==> src/rtl/dchan_pkg.sv <==
package dchan_pkg;

    localparam int DIM_W       = 12;
    localparam int REG_W       = 32;

    localparam int CTL_EN_BIT  = 0;
    localparam int CTL_FL_BIT  = 1;
    localparam int CTL_ONE_BIT = 2;
    localparam int CTL_W_LSB   = 4;
    localparam int CTL_H_LSB   = 16;

    localparam int ST_FULL_BIT  = 2;
    localparam int ST_EMPTY_BIT = 3;
    localparam int ST_FRM_LSB   = 4;

    typedef enum logic [1:0] {
        MODE_OFF         = 2'd0,
        MODE_ARMED       = 2'd1,
        MODE_ACTIVE      = 2'd2,
        MODE_SINGLE_DONE = 2'd3
    } chan_mode_e;

    typedef enum logic [2:0] {
        S_IDLE    = 3'd0,
        S_ARM     = 3'd1,
        S_COMPOSE = 3'd2,
        S_HOLD    = 3'd3,
        S_FLUSH   = 3'd4
    } chan_state_e;

    typedef struct packed {
        logic             en;
        logic             oneshot;
        logic [DIM_W-1:0] width;
        logic [DIM_W-1:0] height;
    } chan_ctl_t;

endpackage

==> src/rtl/dchan_regs.sv <==
module dchan_regs
    import dchan_pkg::*;
#(
    parameter int FRAME_CNT_W = 6
) (
    input  logic                   clk,
    input  logic                   rst_n,
    input  logic                   we,
    input  logic                   addr,
    input  logic [REG_W-1:0]       wdata,
    input  logic                   busy,
    input  chan_mode_e             mode,
    input  logic                   full,
    input  logic                   empty,
    input  logic [FRAME_CNT_W-1:0] frame_cnt,
    output logic [REG_W-1:0]       rdata,
    output chan_ctl_t              ctl,
    output logic                   flush_req
);

    logic wr_ctl;

    // Control writes are blocked while a flush is running.
    assign wr_ctl    = we && (addr == 1'b0) && !busy;
    assign flush_req = wr_ctl && wdata[CTL_FL_BIT];

    always_ff @(posedge clk or negedge rst_n) begin
        if (!rst_n) begin
            ctl <= '0;
        end else if (wr_ctl) begin
            ctl.en      <= wdata[CTL_EN_BIT];
            ctl.oneshot <= wdata[CTL_ONE_BIT];
            ctl.width   <= wdata[CTL_W_LSB +: DIM_W];
            ctl.height  <= wdata[CTL_H_LSB +: DIM_W];
        end
    end

    always_comb begin
        rdata = '0;
        if (addr == 1'b0) begin
            rdata[CTL_EN_BIT]           = ctl.en;
            rdata[CTL_FL_BIT]           = busy;
            rdata[CTL_ONE_BIT]          = ctl.oneshot;
            rdata[CTL_W_LSB +: DIM_W]   = ctl.width;
            rdata[CTL_H_LSB +: DIM_W]   = ctl.height;
        end else begin
            rdata[1:0]                       = mode;
            rdata[ST_FULL_BIT]               = full;
            rdata[ST_EMPTY_BIT]              = empty;
            rdata[ST_FRM_LSB +: FRAME_CNT_W] = frame_cnt;
        end
    end

endmodule

==> src/rtl/dchan_fifo_level.sv <==
module dchan_fifo_level #(
    parameter int DEPTH = 8
) (
    input  logic clk,
    input  logic rst_n,
    input  logic clear,
    input  logic push,
    input  logic pop,
    input  logic allow_push,
    input  logic allow_pop,
    output logic push_acc,
    output logic full,
    output logic empty
);

    localparam int OCC_W = $clog2(DEPTH + 1);

    logic [OCC_W-1:0] occ;
    logic             pop_acc;

    assign full     = (occ == OCC_W'(DEPTH));
    assign empty    = (occ == '0);
    assign push_acc = push && allow_push && !full;
    assign pop_acc  = pop  && allow_pop  && !empty;

    always_ff @(posedge clk or negedge rst_n) begin
        if (!rst_n)
            occ <= '0;
        else if (clear)
            occ <= '0;
        else
            occ <= occ + OCC_W'(push_acc) - OCC_W'(pop_acc);
    end

endmodule

==> src/rtl/dchan_fsm.sv <==
module dchan_fsm
    import dchan_pkg::*;
#(
    parameter int FLUSH_CYCLES = 4,
    parameter int FRAME_CNT_W  = 6
) (
    input  logic                   clk,
    input  logic                   rst_n,
    input  chan_ctl_t              ctl,
    input  logic                   flush_req,
    input  logic                   vstart,
    input  logic                   pix_acc,
    output chan_mode_e             mode,
    output logic                   running,
    output logic                   in_flush,
    output logic                   frame_end,
    output logic [FRAME_CNT_W-1:0] frame_cnt
);

    localparam int AREA_W = 2 * DIM_W;
    localparam int FL_W   = $clog2(FLUSH_CYCLES + 1);

    chan_state_e       state, nxt;
    logic [FL_W-1:0]   fl_cnt;
    logic [AREA_W-1:0] pix_cnt;
    logic [AREA_W-1:0] area;

    assign area      = ctl.width * ctl.height;
    assign frame_end = (state == S_COMPOSE) && pix_acc
                       && ((pix_cnt + AREA_W'(1)) == area);

    // State register.
    always_ff @(posedge clk or negedge rst_n) begin
        if (!rst_n) state <= S_IDLE;
        else        state <= nxt;
    end

    // Next-state logic.
    always_comb begin
        nxt = state;
        unique case (state)
            S_IDLE:    if (ctl.en) nxt = S_ARM;
            S_ARM: begin
                if (!ctl.en)     nxt = S_IDLE;
                else if (vstart) nxt = S_COMPOSE;
            end
            S_COMPOSE: begin
                if (!ctl.en)        nxt = S_IDLE;
                else if (frame_end) nxt = ctl.oneshot ? S_HOLD : S_ARM;
            end
            S_HOLD:    if (!ctl.en) nxt = S_IDLE;
            S_FLUSH:   if (fl_cnt == FL_W'(FLUSH_CYCLES - 1)) nxt = S_IDLE;
            default:   nxt = S_IDLE;
        endcase
        if (flush_req) nxt = S_FLUSH;
    end

    // Outputs decoded from the state.
    always_comb begin
        running  = 1'b0;
        in_flush = 1'b0;
        unique case (state)
            S_IDLE:    mode = MODE_OFF;
            S_ARM:     mode = MODE_ARMED;
            S_COMPOSE: begin mode = MODE_ACTIVE; running = 1'b1; end
            S_HOLD:    mode = MODE_SINGLE_DONE;
            S_FLUSH:   begin mode = MODE_OFF; in_flush = 1'b1; end
            default:   mode = MODE_OFF;
        endcase
    end

    always_ff @(posedge clk or negedge rst_n) begin
        if (!rst_n)                fl_cnt <= '0;
        else if (state == S_FLUSH) fl_cnt <= fl_cnt + FL_W'(1);
        else                       fl_cnt <= '0;
    end

    always_ff @(posedge clk or negedge rst_n) begin
        if (!rst_n)                  pix_cnt <= '0;
        else if (state != S_COMPOSE) pix_cnt <= '0;
        else if (frame_end)          pix_cnt <= '0;
        else if (pix_acc)            pix_cnt <= pix_cnt + AREA_W'(1);
    end

    always_ff @(posedge clk or negedge rst_n) begin
        if (!rst_n)         frame_cnt <= '0;
        else if (frame_end) frame_cnt <= frame_cnt + FRAME_CNT_W'(1);
    end

endmodule

==> src/rtl/dchan_ctrl.sv <==
module dchan_ctrl
    import dchan_pkg::*;
#(
    parameter int FIFO_DEPTH   = 8,
    parameter int FLUSH_CYCLES = 4,
    parameter int FRAME_CNT_W  = 6
) (
    input  logic        clk,
    input  logic        rst_n,
    input  logic        reg_we,
    input  logic        reg_addr,
    input  logic [31:0] reg_wdata,
    output logic [31:0] reg_rdata,
    input  logic        vstart,
    input  logic        pix_push,
    input  logic        pix_pop
);

    chan_ctl_t              ctl;
    chan_mode_e             mode;
    logic                   flush_req;
    logic                   in_flush;
    logic                   running;
    logic                   frame_end;
    logic                   pix_acc;
    logic                   fifo_full;
    logic                   fifo_empty;
    logic [FRAME_CNT_W-1:0] frame_cnt;

    dchan_regs #(.FRAME_CNT_W(FRAME_CNT_W)) u_regs (
        .clk       (clk),
        .rst_n     (rst_n),
        .we        (reg_we),
        .addr      (reg_addr),
        .wdata     (reg_wdata),
        .busy      (in_flush),
        .mode      (mode),
        .full      (fifo_full),
        .empty     (fifo_empty),
        .frame_cnt (frame_cnt),
        .rdata     (reg_rdata),
        .ctl       (ctl),
        .flush_req (flush_req)
    );

    dchan_fsm #(.FLUSH_CYCLES(FLUSH_CYCLES), .FRAME_CNT_W(FRAME_CNT_W)) u_fsm (
        .clk       (clk),
        .rst_n     (rst_n),
        .ctl       (ctl),
        .flush_req (flush_req),
        .vstart    (vstart),
        .pix_acc   (pix_acc),
        .mode      (mode),
        .running   (running),
        .in_flush  (in_flush),
        .frame_end (frame_end),
        .frame_cnt (frame_cnt)
    );

    dchan_fifo_level #(.DEPTH(FIFO_DEPTH)) u_level (
        .clk        (clk),
        .rst_n      (rst_n),
        .clear      (flush_req || in_flush),
        .push       (pix_push),
        .pop        (pix_pop),
        .allow_push (running),
        .allow_pop  (!in_flush),
        .push_acc   (pix_acc),
        .full       (fifo_full),
        .empty      (fifo_empty)
    );

endmodule

==> config.mk <==
export PLATFORM = sky130hd
export DESIGN_NAME = dchan_ctrl
export DESIGN_NICKNAME = d
export VERILOG_FILES = /design/src/rtl/dchan_pkg.sv /design/src/rtl/dchan_regs.sv /design/src/rtl/dchan_fifo_level.sv /design/src/rtl/dchan_fsm.sv /design/src/rtl/dchan_ctrl.sv
export SDC_FILE = /design/constraint.sdc
export NUM_CORES = 1
export LEC_CHECK = 0
export BUFFER_PORTS_ARGS = -buffer_cell sky130_fd_sc_hd__buf_2
export CAP_MARGIN = 20
export CORE_MARGIN = 2
export CORE_UTILIZATION = 63
export CTS_CLUSTER_DIAMETER = 200
export DETAILED_ROUTE_END_ITERATION = 8
export MAX_ROUTING_LAYER = met4
export PLACE_DENSITY = 0.9
export SYNTH_ARGS = -nofsm -noshare
export SYNTH_HDL_FRONTEND = slang
export SYNTH_SLANG_ARGS = --single-unit
export TNS_END_PERCENT = 10
==> constraint.sdc <==
create_clock -name clk -period 7.6 [get_ports clk]
set_input_delay 0.76 -clock clk [delete_from_list [all_inputs] [get_ports clk]]
set_output_delay 0.76 -clock clk [all_outputs]
set_load 0.1 [all_outputs]
; Word-level counts from Yosys, hierarchy flattened
; Index checks and enable logic that the tools add are counted.
[totals]
register_bits = 66
elab_cells = 68
[classes]
add_sub_neg = 5
multipliers = 1
eq_ne = 13
mux = 22
bitwise_logic = 1
reduce_logical = 17
[op_table]
columns = cell, n
row1 = 2-to-1 mux 24 bit, 3
row2 = 2-to-1 mux 3 bit, 10
row3 = adder 24 x 1 -> 24 bit (second input constant), 1
row4 = == test 24 bit, 1
row5 = multiplier 12 x 12 -> 24 bit, 1
row6 = 2-to-1 mux 18 bit, 1
row7 = one-hot mux 3 bit (5 select lines), 1
row8 = == test 3 x 2 -> 1 bit (second input constant), 3
row9 = logical AND 1 bit, 9
row10 = inequality test 4 bit (second input constant), 2
row11 = adder 6 x 1 -> 6 bit (second input constant), 1
row12 = 2-to-1 mux 6 bit, 1
row13 = inequality test 3 x 2 -> 1 bit (second input constant), 2
row14 = inequality test 3 bit (second input constant), 2
row15 = one-hot mux 2 bit (3 select lines), 1
row16 = AND reduction 5 bit, 1
row17 = adder 4 x 1 -> 4 bit, 1
row18 = == test 4 bit (second input constant), 1
row19 = logical NOT 4 bit, 1
row20 = 2-to-1 mux 4 bit, 1
row21 = subtractor 4 x 1 -> 4 bit, 1
row22 = adder 3 x 1 -> 3 bit (second input constant), 1
row23 = == test 3 x 1 -> 1 bit (second input constant), 1
row24 = == test 3 bit (second input constant), 1
row25 = other kinds (7), 11

; Logic depth before layout (Yosys ltp)
; Gate-level depths: netlist (run 1).
[logic_depth]
depth_word = 10
ltp_mapped = 24
mapped_depth_nobuf = 22

; By module
; Synthesis (run 1) repeated with hierarchy kept, for this count alone.
[hier_totals]
hier_cells = 969
hier_area_um2 = 9002.4
[by_module_without_submodules]
columns = module, n_inst, cells_each, area_per_inst_um2, seq_area_each_um2
row1 = dchan_fsm, 1, 840, 7324.5, 900.9
row2 = dchan_regs, 1, 93, 1356.3, 650.6
row3 = dchan_fifo_level, 1, 34, 311.5, 100.1
row4 = dchan_ctrl, 1, 2, 10.0, 0.0

; Least setup slack after synthesis (run 1)
; No wires, ideal clock.
[synth_timing]
path_type = register to register
start = register, netlist name u_regs.ctl[14]
end = register u_fsm.frame_cnt[2]
t_arrival_ps = 6050
required_ps = 7477
path_slack_ps = 1427
stages_incl_launch_ff = 21
cell_sequence = dfrtp_1 -> clkbuf_1 -> nand2_1 -> fa_1 -> fa_1 -> fa_1 -> fa_1 -> fa_1 -> inv_1 -> ha_1 -> clkbuf_1 -> and4_1 -> and3_1 -> a21boi_1 -> o21ai_1 -> a211oi_1 -> xnor2_1 -> or3_1 -> and2_1 -> or3b_1 -> xnor2_1
[synth_between]
elab_chain_len = 3
[synth_rtl]
columns = item, line_no
row1 = multiplier 12 x 12 -> 24 bit, dchan_fsm.sv:28  ; assign area = ctl.width * ctl.height;
row2 = == test 24 bit, dchan_fsm.sv:30  ; && ((pix_cnt + AREA_W'(1)) == area);
row3 = logical AND 1 bit, dchan_fsm.sv:30
row4 = "end signal, assigned", dchan_fsm.sv:87  ; else if (frame_end) frame_cnt <= frame_cnt + FRAME_CNT_W'(1);
row5 = "end, declared", dchan_fsm.sv:17  ; output logic [FRAME_CNT_W-1:0] frame_cnt
; Every way passes these cells.
; A chain may end at the register's enable or synchronous reset.

; Worst setup path in the final report (run 1)
[layout_timing]
start = register, netlist name u_regs.ctl[16]
end = register u_fsm.pix_cnt[4]
[layout_between]
elab_chain_len = 5
elab_cells_between_ends = 6
[layout_rtl]
columns = item, line_no
row1 = multiplier 12 x 12 -> 24 bit *, dchan_fsm.sv:28
row2 = == test 24 bit *, dchan_fsm.sv:30
row3 = logical AND 1 bit *, dchan_fsm.sv:30
row4 = 2-to-1 mux 24 bit, dchan_fsm.sv:81  ; else if (frame_end) pix_cnt <= '0;
row5 = 2-to-1 mux 24 bit, dchan_fsm.sv:80  ; else if (state != S_COMPOSE) pix_cnt <= '0;
row6 = "end signal, assigned", dchan_fsm.sv:82  ; else if (pix_acc) pix_cnt <= pix_cnt + AREA_W'(1);
row7 = "end, declared", dchan_fsm.sv:25  ; logic [AREA_W-1:0] pix_cnt;
; Every way passes the cells marked *; elsewhere a longest branch is shown, timed or not.

==> impl.org, run 1 <==
** STA
- Crit path time final :: about 7 ns
- At the pin with the least slew margin, the transition time is a little under 0.9 ns.
- Dividing the final minimum period by the clock period gives just over 90%.
- Worst setup skew after layout :: 0.0117 ns
- Maximum operating frequency :: about 140 MHz
- The final max-slew violation count was 0.
- The final hold violation count was 0.
- Adding up every negative setup slack in the final design gives 0 ns.
- Setup repair after global routing left no endpoint under its margin.
- Headroom to the max-slew limit came out at between 40% and 50%.
- Setup violations remaining at the end of the flow were counted as 0.
- Hold slack :: 0.446 ns

** GRT
- Met2 usage :: between 50% and 60%
- Global routing finished with a remaining overflow of 0.
- Global routing used just under 40% of the available met1 tracks.
- Pin count of the biggest net entering global routing :: 67
- Via count of the first global-routing pass :: between 7000 and 8000
- The first global-routing pass estimated ~37 mm of wire.
- Global routing used a little under 6% of the available met3 tracks.
- Global routing used between 30% and 40% of the available tracks.
- After global routing, the most crowded layer is met2.
- Initial antenna violation count :: 0

** Die
- The region available for standard cell placement spans ~14000 um^2.
- For this configuration, the core starts out at a cell density of 64.5%.
- The die covers 15200 um^2.
- Floorplan die width :: between 100 and 150 um
- After floorplanning, the core was divided into 43 placement rows.
- Number of placed I/O pins :: about 70
- Vertical die dimension :: 123 um

** Hold path
- Worst Min Path Start :: u_fsm.fl_cnt[0]
- Worst Hold End :: u_fsm.fl_cnt[0]
- In this run the worst hold path is classified as reg2reg.
- Min-Delay Path Depth :: 1

** Worst setup path
- Cell family with the largest share of critical-path delay :: compound AO/OA/AOI/OAI gates
- Along the worst path, the maximum fanout reaches 23.
- Endpoint arrival time on the critical path :: 7.26 ns
- The largest individual stage delay along the critical path comes from the cell sky130_fd_sc_hd__dfrtp_1.
- The worst setup path is launched from a register.
- In this run the critical register-to-register path is captured at u_fsm.pix_cnt[4].
- Delay of the slowest critical-path stage :: roughly 0.75 ns
- For the worst setup path, the data required time is about 7.8 ns.
- Flop2flop setup slack :: roughly 0.58 ns
- Critical path class :: reg2reg
- Worst R2R Start :: u_regs.ctl[16]
- Sequence of cells on the critical path :: nand2_1 -> fa_1 -> fa_1 -> inv_1 -> ha_1 -> inv_1 -> fa_1 -> fa_1 -> inv_1 -> ha_1 -> a21o_1 -> a31oi_1 -> nand2_1 -> a2111oi_0 -> o21ai_0 -> a2111oi_2 -> nand4_4 -> a22oi_4 -> nor3_1 -> a211o_1
- Depth of the worst register-to-register path :: 20
- Cell seen most often among critical-path stages :: sky130_fd_sc_hd__fa_1
- STA classifies the critical path endpoint as a register.
- Together, buffers and inverters on the worst path number 3.

** Final layout
- Summing all multi-input logic gate instances after layout gives ~6600 um^2.
- The library cells used most frequently in the layout, excluding fill and tap cells, are 121 x sky130_fd_sc_hd__nand2_1, 116 x sky130_fd_sc_hd__inv_1, 101 x sky130_fd_sc_hd__fa_1.
- Fill cells in the final layout number 985.
- For this run, the share of the core covered by cells in the final layout is roughly 69%.
- In the final design database the tool counted between 1000 and 1500 nets.
- In the final layout, the share of cells above drive strength 1 is a little over an eighth.
- Leading cell type in the layout, fill and taps excluded :: sky130_fd_sc_hd__nand2_1
- From synthesis to final layout, the design area changed by 7.32%.
- Across the whole layout, storage elements account for ~1700 um^2.
- 0 antenna diodes ended up in the layout.

** Synthesis
- Cells taking the most area after synthesis :: sky130_fd_sc_hd__fa_1 23%, sky130_fd_sc_hd__dfrtp_1 18%, sky130_fd_sc_hd__ha_1 10%
- Main flop type after synthesis :: sky130_fd_sc_hd__dfrtp_1
- Number of unique standard cell types used by synthesis :: 71
- Average cell area after synthesis :: roughly 9 um^2
- Total of warnings raised by yosys :: 0
- Cell taking the most area after synthesis :: sky130_fd_sc_hd__fa_1
- Adder-cell area share of the yosys netlist :: roughly 33%
- After Yosys synthesis, XOR and XNOR cells account for about 6.2% of the synthesized area.
- Summing the areas of all and, or, nand and nor instances in the mapped netlist gives roughly 22% of the synthesized area.
- Synthesis produced a netlist whose cell count is 990.
- Proportion of register bits with asynchronous set or reset after synthesis :: 100%
- Post-synthesis sequential area ratio :: a little under a fifth
- The synthesized design contains 0 enable-type register cells.
- Post-synthesis mux area share :: 4.01%
- The synthesized netlist occupies a cell area of between 8000 and 9000 um^2.
- After synthesis, the largest family of logic cells by area is adder cells.
- The synthesized netlist devotes a little over 9% of its cell area to compound gates.
- Number of storage elements in the synthesis netlist :: 66
- The top cell type by area accounts for a little under a quarter of the synthesized area.

** Clock tree
- TritonCTS built the clock tree.
- Maximum count of clock buffers along a single path :: 2
- Root Driver :: sky130_fd_sc_hd__clkbuf_16
- Later-pin clock latency in the skew report :: ~0.35 ns
- The clock net in this run drives a total of 66 sinks.
- After clock tree synthesis, the repair step resized 0 gates.
- CTS built an H-tree with a depth of 3.
- Buffers added to address setup during post-CTS repair amount to 0.
- Clock-pin slew reported for the worst setup and hold paths after clock tree synthesis :: ~0.060 ns
- For this design, the CTS-stage hold fixing added 0 buffers.
- Number of CTS-inserted buffers :: 9

** Detailed routing
- The first detailed-routing pass ran for 5 iterations.
- The first routing iteration left 697 violations.
- Dividing the detail-routed via count by the number of cells gives slightly above 6.
- Summed over all layers, the routed wires come to ~22 mm.
- In the final routed layout, each cell accounts on average for 18.2 um.
- In the routed design, unresolved DRC markers number 0.
- The count of nets left with antenna violations once routing finished came out at 0.
- The final route contains around 7300 vias.

** Outcome
- Status :: complete, no violations

** Flow run
- Max_cap viols :: 0

** Placed design
- IO Port Bufs :: 61
- Estimated wirelength of the detail-placed design :: between 15 and 20 mm
- At the end of routability-driven placement, the weighted congestion stood at roughly 0.89.
[cells in the mapped netlist, drive strengths merged, types with 3 or more instances]
cell type	n
dfrtp	66
o22ai	3
and3	14
o21ai	35
a31o	4
nand3	24
a211oi	4
a21o	16
or3	6
nor2b	20
inv	116
or2	4
nor3	18
and2	77
xor2	21
and4	7
o21a	6
o31ai	3
buf	14
ha	72
clkbuf	39
a21oi	24
or3b	3
nor4	11
nand3b	3
nand4	13
nor2	34
xnor2	39
a211o	5
nand2	121
o21bai	3
nor3b	4
fa	101
mux2	31
[stage by stage]
stage,worst slack (ns),cells,area [um^2]
floorplan,1.43,993,8960
global placement,0.814,1185,9280
detailed placement,0.697,1185,9280
CTS,0.666,1201,9610
global route,0.241,1201,9610
finish,0.575,1201,9610
[metal layers]
metal	wire, um	vias up
li1	-	3300
met1	8580	3598
met2	11000	358
met3	1570	82
met4	697	0
met5	0	-
[cell families (layout without fill, tap and decap cells)]
| kind of cell | Yosys count | in the layout |
|---|---|---|
| simple gates | 365 | 365 |
| fa+ha+maj | 173 | 173 |
| buf+inv | 169 | 197 |
| compound gates | 123 | 123 |
| flops | 66 | 66 |
| xor+xnor | 61 | 61 |
| mux | 32 | 32 |
| other cells | 1 | 4 |
[sequential cells by signal (all words and copies together), names as in the netlist]
name and cells:
u_regs.ctl 26, u_level.occ 4, u_fsm.pix_cnt 24, u_fsm.frame_cnt 6, u_fsm.fl_cnt 3, u_fsm.state 3
[worst max path at each step]
stage / endpoint / slack, ns / cells past startpoint / start
global route: u_fsm.pix_cnt[4] / 0.24 / 20 / u_regs.ctl[16]
floorplan: u_fsm.frame_cnt[2] / 1.43 / 20 / u_regs.ctl[14]
CTS: u_fsm.pix_cnt[4] / 0.67 / 20 / u_regs.ctl[16]
finish: u_fsm.pix_cnt[4] / 0.58 / 20 / u_regs.ctl[16]
global placement: u_fsm.pix_cnt[4] / 0.81 / 20 / u_regs.ctl[16]
detailed placement: u_fsm.pix_cnt[4] / 0.70 / 20 / u_regs.ctl[16]
[cell type report]
class	count	share of cell area (%)
multi-input cells	758	69.0
flip-flops and latches	66	17.2
inverters	116	4.53
repair buffers	65	3.49
clock buffers	10	2.49
well taps	180	2.34
clock inverters	6	0.911
Power of run 1 is left out: the tool's default activity adds up to more than one toggle a clock period on the data nets, which glitch-free logic cannot reach.
==> inputs of run 2 (changes only) <==
--- a/config.mk
+++ b/config.mk
@@ -11,9 +11,9 @@
 export CORE_UTILIZATION = 63
 export CTS_CLUSTER_DIAMETER = 200
 export DETAILED_ROUTE_END_ITERATION = 8
-export MAX_ROUTING_LAYER = met4
-export PLACE_DENSITY = 0.9
+export PLACE_DENSITY = 0.85
 export SYNTH_ARGS = -nofsm -noshare
 export SYNTH_HDL_FRONTEND = slang
+export SYNTH_HIERARCHICAL = 1
 export SYNTH_SLANG_ARGS = --single-unit
 export TNS_END_PERCENT = 10
==> run 2 against run 1 <==
  * Die area down 0.26%
  * Clock-buffer cell count stayed put
  * Maximum frequency shrank 3.4%
  * Cell count is 2.8% lower
  * Synthesized cell count decreased by 3.3%
  * Flip-flop and latch count unchanged
  * Highest routed layer unchanged
==> impl.org, run 2 <==
** Outcome
- Status :: complete, no violations

** Worst setup path
- For the worst flop-to-flop path, the logic depth is 19.
- The cell that appears most often on the critical path is sky130_fd_sc_hd__fa_1.
- The critical path is of the reg2reg type.
- Traced cell by cell, the critical path runs through nand2_1 -> fa_1 -> fa_1 -> inv_1 -> ha_1 -> inv_1 -> fa_1 -> fa_1 -> inv_1 -> ha_1 -> a21o_1 -> a221oi_2 -> nor4_1 -> or3_1 -> xnor2_1 -> or4_1 -> or4_1 -> nor4_2 -> mux2_1.
- Top fanout value on the critical path :: 14
- For the worst setup path, the data arrival time is 7.50 ns.
- The worst setup path is launched from a register.
- STA puts the critical path data required time at between 7 and 8 ns.
- Delay of the slowest critical-path stage :: 0.77 ns
- Among all stages on the critical path, the largest delay is contributed by sky130_fd_sc_hd__dfrtp_1.
- Crit end category :: register

** GRT
- For this run the aggregate overflow at the end of global routing stands at 0.
- The first global-routing pass estimated between 30 and 40 mm of wire.
- Initial antenna violation count :: 0
- The number of global-route vias before repair is slightly above 7000.
- In the global route stage, overall resource usage came out at about 29%.
- Pin count of the biggest net entering global routing :: 67

** Die
- The total area inside the core boundary comes to 13900 um^2.
- The initialized floorplan defines 43 standard-cell rows.
- The die covers around 15000 um^2.
- The die is 123 um wide.
- The initial utilization of the core area, before any placement, comes to 64.3%.
- Number of placed I/O pins :: 71
- The floorplan step set the die height to between 100 and 150 um.

** STA
- Crit path time final :: between 7 and 8 ns
- Max-Slew Margin vs Limit :: approximately 40%
- Worst setup skew after layout :: approximately 0.010 ns
- Final critical-path share of the clock period :: about 96%
- Setup violations remaining at the end of the flow were counted as 0.
- Worst-Margin Slew :: about 0.90 ns
- On the final layout, the worst hold slack is 0.443 ns.
- Setup repair after global routing left no endpoint under its margin.
- Worst path setup slack after routing :: about 0.33 ns
- Final Slew Violations :: 0
- Based on the critical path, the design can be clocked at up to around 140 MHz.
- Endpoints failing hold :: 0
- Fin Setup TNS :: 0 ns

** Final layout
- Nets@finish :: about 1200
- In the final layout, the share of cells above drive strength 1 is approximately 14%.
- Leading cell type in the layout, fill and taps excluded :: sky130_fd_sc_hd__inv_1
- From synthesis to final layout, the design area changed by 6.49%.
- Number of antenna cells inserted :: 0
- Leaving out fill and tap cells, the most frequent cells in the layout are 116 x sky130_fd_sc_hd__inv_1, 113 x sky130_fd_sc_hd__nand2_1, 101 x sky130_fd_sc_hd__fa_1.
- Largest registers :: u_regs/ctl (26), u_fsm/pix_cnt (24), u_fsm/frame_cnt (6)
- Register ranked first by flip-flop count :: u_regs/ctl
- Number of flip-flops in the largest register :: 26
- After routing the design area is about 9500 um^2.

** Clock tree
- Maximum count of clock buffers along a single path :: 2
- Clock-pin slew reported for the worst setup and hold paths after clock tree synthesis :: around 0.060 ns
- The root buffer cell chosen for the clock tree is sky130_fd_sc_hd__clkbuf_16.
- Total of cells resized after clock tree synthesis :: 0
- The tree built by TritonCTS fans out to 66 sinks.
- For the worst-skew pair, the clock arrives at the later sink with an insertion delay of 0.35 ns.
- In this run, post-CTS hold repair placed 0 buffers.
- TritonCTS built the clock tree.
- Number of CTS-inserted buffers :: 9
- # Post-CTS Setup Buffers :: 0
- The H-tree generated during clock tree synthesis spans 3 levels.

** Synthesis
- A synthesized cell averages between 9 and 10 um^2.
- Post-Syn Area :: roughly 8900 um^2
- Cells after Synth :: between 900 and 1000
- The Yosys step of the flow raised 6 warnings.

** Hold path
- Min-Delay Path Depth :: 1
- The path class of the tightest hold or removal check is reg2reg.

** Detailed routing
- Across all layers, the routed design uses about 6800 vias.
- DRC Markers :: 0
- Count of routing violations after the opening detailed-route iteration :: approximately 380
- Wires add up to 19.9 mm.
- Mean routed wirelength per cell :: 17.1 um
- Average via count per standard cell :: 5.79
- The count of nets left with antenna violations once routing finished came out at 0.
- Detailed-router iteration count before antenna repair :: 5

** Placed design
- Cell Area, Placed :: between 9000 and 10000 um^2
- Detailed placement finished with a half-perimeter wire length of ~15 mm.
- Final Wtd Congestion :: 0.894
- In this run the tool buffered the top-level ports with 61 buffer cells.
- Before CTS, the worst setup slack after placement is between 0.3 and 0.4 ns.

** Flow run
- Max-cap violations in this run came to 0.
-- run 2: per-stage QoR --
step	util, %	std cells
3_5_place_dp	66.6	1153
2_1_floorplan	-	960
6_report	68.5	1167
5_1_grt	68.5	1167
4_1_cts	68.5	1167
3_3_place_gp	66.6	1153
-- run 2: layout make-up --
class                           instances  area [um^2]
Clock inverter                          4         30.0
Tap cell                              180          225
Fill cell                            1024         4370
Clock buffer                           10          239
Inverter                              117          439
Multi-Input combinational cell        718         6540
Timing Repair Buffer                   72          388
Sequential cell                        66         1650
-- run 2: final timing paths --
check / start / slack (ns) / endpoint
hold / removal: u_fsm/fl_cnt[0] / 0.44 / u_fsm/fl_cnt[0]
setup / recovery: u_regs/ctl[16] / 0.33 / u_fsm/frame_cnt[1]
min in group asynchronous: rst_n / 0.60 / u_regs/ctl[8]
hold reg to reg: u_fsm/fl_cnt[0] / 0.44 / u_fsm/fl_cnt[0]
max in group asynchronous: rst_n / 6.37 / u_regs/ctl[15]
setup reg to reg: u_regs/ctl[16] / 0.33 / u_fsm/frame_cnt[1]
-- run 2: per-layer routing --
layer	global-route usage [%]	vias up	wire length [um]
li1	-	3136	-
met1	36.1	3343	8070
met2	48.4	233	10000
met3	5.40	50	1280
met4	11.9	0	588
met5	0	-	0
-- run 2: critical path: cells and delay by family (launching register included) --
| kind | cells | cell delay [ns] |
|---|---|---|
| AOI/OAI and AO/OA | 2 | 0.65 |
| xor gates and xnor gates | 1 | 0.16 |
| adders and majority gates | 6 | 2.62 |
| buffers and inverters | 3 | 0.15 |
| DFF | 1 | 0.77 |
| muxes | 1 | 0.36 |
| and+or+nand+nor | 6 | 2.43 |
Power of run 2 is left out for the same reason.
==> inputs of run 3 (changes only) <==
--- a/config.mk
+++ b/config.mk
@@ -8,10 +8,10 @@
 export BUFFER_PORTS_ARGS = -buffer_cell sky130_fd_sc_hd__buf_2
 export CAP_MARGIN = 20
 export CORE_MARGIN = 2
-export CORE_UTILIZATION = 63
+export CORE_UTILIZATION = 65
 export CTS_CLUSTER_DIAMETER = 200
 export DETAILED_ROUTE_END_ITERATION = 8
-export PLACE_DENSITY = 0.85
+export PLACE_DENSITY = 0.87
 export SYNTH_ARGS = -nofsm -noshare
 export SYNTH_HDL_FRONTEND = slang
 export SYNTH_HIERARCHICAL = 1
==> constraint.sdc (replaced) <==
create_clock -name clk -period 9 [get_ports clk]
set_input_delay 0.9 -clock clk [delete_from_list [all_inputs] [get_ports clk]]
set_output_delay 0.9 -clock clk [all_outputs]
set_load 0.1 [all_outputs]
==> run 3 against run 2 <==
  * Wire length rose by 0.81%
  * Maximum frequency fell by 5.2%
  * Worst setup slack better by 1.0 ns
  * Design area increased by 0.39%
  * Sequential share of layout area is 0.082 points lower
  * Non-clock buffer count is 6 lower
  * Critical path type unchanged
  * Critical endpoint is now u_fsm/state[0]
==> impl.org, run 3 (same netlist as run 2, synthesis figures left out) <==
** GRT
- Global-route wire length before repair :: about 35 mm
- Initial antenna violation count :: 0
- Global routing used between 20 and 30% of the available tracks.
- The number of global-route vias before repair was about 7000.
- For this run the aggregate overflow at the end of global routing stands at 0.
- Entering global routing, the biggest net connects 67 pins.

** Die
- Count of standard-cell rows :: 42
- The floorplan step defined a die boundary enclosing between 10000 and 15000 um^2.
- Measured along the x axis, the die boundary spans between 100 and 150 um.
- Initial core utilization :: 66.9%
- Core Region :: roughly 13000 um^2
- The floorplan step set the die height to 121 um.
- Number of placed I/O pins :: just over 70

** STA
- Worst setup skew after layout :: between 0.007 and 0.008 ns
- Measured against its own limit, the worst slew margin works out to around two fifths.
- The worst path uses a little under nine tenths of the clock period.
- Final setup violation count :: 0
- Timing would allow up to between 100 and 150 MHz.
- Final Slew Violations :: 0
- At the pin with the least slew margin, the transition time is roughly 0.90 ns.
- Summed over all failing endpoints, the final setup total negative slack is 0 ns.
- Crit path time final :: 7.67 ns
- Setup repair after global routing left no endpoint under its margin.
- Endpoints failing hold :: 0

** Clock tree
- Maximum count of clock buffers along a single path :: 2
- H-tree depth :: 3
- Root Driver :: sky130_fd_sc_hd__clkbuf_16
- Later-pin clock latency in the skew report :: 0.35 ns
- In this run the post-CTS setup repair buffer count came out at 0.
- Total of cells resized after clock tree synthesis :: 0
- The clock drives 66 sinks.
- Clock-pin slew reported for the worst setup and hold paths after clock tree synthesis :: ~0.060 ns
- Counting the buffers created by CTS gives 9.
- Hold-fix buffer count after cts :: 0
- TritonCTS built the clock tree.

** Detailed routing
- Count of routing violations after the opening detailed-route iteration :: 537
- Using the TritonRoute via totals, the vias-per-cell ratio works out to between 5 and 6.
- Vias :: roughly 7000
- After detailed routing, the number of remaining DRC violations is 0.
- In the final routed layout, each cell accounts on average for around 17 um.
- For this run, the detailed router's first-pass iteration total came to 5.
- Post-route ant nets :: 0
- The routed design has a little over 20 mm of wire.

** Worst setup path
- Delay of the slowest critical-path stage :: 0.85 ns
- Depth of the worst register-to-register path :: 17
- Of all nets on the critical path, the largest fanout is 18.
- The slowest stage of the critical path belongs to the cell sky130_fd_sc_hd__or4_1.
- Startpoint class of the critical path :: register
- Critical path class :: reg2reg
- STA puts the critical path data required time at slightly above 9 ns.
- The critical path goes through nand2_1 -> fa_1 -> fa_1 -> fa_1 -> fa_1 -> fa_1 -> inv_1 -> ha_1 -> and3_1 -> a221oi_2 -> nor4_1 -> or3_1 -> xnor2_1 -> or4_1 -> or4_1 -> nor3_4 -> o221a_1.
- Cell seen most often among critical-path stages :: sky130_fd_sc_hd__fa_1
- STA classifies the critical path endpoint as a register.
- Endpoint arrival time on the critical path :: between 7 and 8 ns

** Final layout
- Ranked by flip-flop count, first place goes to u_regs/ctl.
- Leading cell type in the layout, fill and taps excluded :: sky130_fd_sc_hd__inv_1
- The post-route netlist has between 10% and 20% of its cells at a drive strength greater than 1.
- Relative to the synthesized area, the layout overhead comes to 6.91%.
- Most frequent cells in the layout :: 116 x sky130_fd_sc_hd__inv_1, 113 x sky130_fd_sc_hd__nand2_1, 101 x sky130_fd_sc_hd__fa_1
- Largest registers :: u_regs/ctl (26), u_fsm/pix_cnt (24), u_fsm/frame_cnt (6)
- Nets@finish :: roughly 1200
- Number of antenna cells inserted :: 0
- Number of flip-flops in the largest register :: 26

** Placed design
- IO Port Bufs :: 61
- Estimated wirelength of the detail-placed design :: around 15 mm
- Routability-driven placement finished with a final weighted congestion of ~0.9.

** Outcome
- Status :: complete, no violations

** Hold path
- Type of the tightest min-delay check :: reg2reg
- Counting instances, the worst hold path has a depth of 1.

** Flow run
- Across the run, the number of max-cap violations was 0.
run 3: cell types whose count changed in the layout (fill, tap and decap cells not counted):
cell / change
sky130_fd_sc_hd__dfrtp_1: +1
sky130_fd_sc_hd__inv_6: +1
sky130_fd_sc_hd__buf_4: -6
sky130_fd_sc_hd__clkinv_4: -2
sky130_fd_sc_hd__inv_8: +3
sky130_fd_sc_hd__clkinvlp_4: -1
sky130_fd_sc_hd__bufinv_16: +3
sky130_fd_sc_hd__clkbuf_8: -1
sky130_fd_sc_hd__dfrtp_2: -1
sky130_fd_sc_hd__clkinv_2: -1
run 3: cell type report:
type	instances	area, um^2
multi-input combinational	718	6540
fill	961	3800
sequential	66	1650
inverter	117	439
timing repair buffer	66	343
clock buffer	9	225
tap	176	220
clock inverter	7	133
run 3: per-stage QoR:
step | util, % | instance area [um^2] | cells | setup WS, ns | hold WS, ns
after floorplan | - | 8940 | 960 | 2.47 | 0.410
after global placement | 68.8 | 9190 | 1143 | 1.52 | 0.429
after detailed placement | 68.8 | 9190 | 1143 | 1.50 | 0.441
after CTS | 71.5 | 9550 | 1159 | 1.42 | 0.458
after global routing | 71.5 | 9550 | 1159 | 1.08 | 0.477
final | 71.5 | 9550 | 1159 | 1.33 | 0.451
run 3: worst paths after layout:
kind / start / endpoint / slack, ns
worst max register to register: u_regs/ctl[17] / u_fsm/state[0] / 1.33
max in group asynchronous: rst_n / u_fsm/pix_cnt[4] / 7.64
worst min register to register: u_fsm/fl_cnt[0] / u_fsm/fl_cnt[0] / 0.45
worst max-delay path: u_regs/ctl[17] / u_fsm/state[0] / 1.33
min in group asynchronous: rst_n / u_regs/ctl[6] / 0.74
worst min-delay path: u_fsm/fl_cnt[0] / u_fsm/fl_cnt[0] / 0.45
run 3: critical path: cells and delay by family (launching register included):
kind	cells	cell delay, ns
simple gates	7	3.12
buf+inv	1	0.05
fa+ha+maj	6	2.79
compound gates	2	0.71
xor+xnor	1	0.16
flops	1	0.74
run 3: per-layer routing:
| metal | part of all wire (%) | track usage (%) | vias up |
|---|---|---|---|
| li1 | - | - | 3129 |
| met1 | 40 | 38.8 | 3459 |
| met2 | 51 | 51.5 | 266 |
| met3 | 6.8 | 5.17 | 32 |
| met4 | 1.6 | 8.33 | 0 |
| met5 | 0 | 0 | - |
Power of run 3 is left out for the same reason.
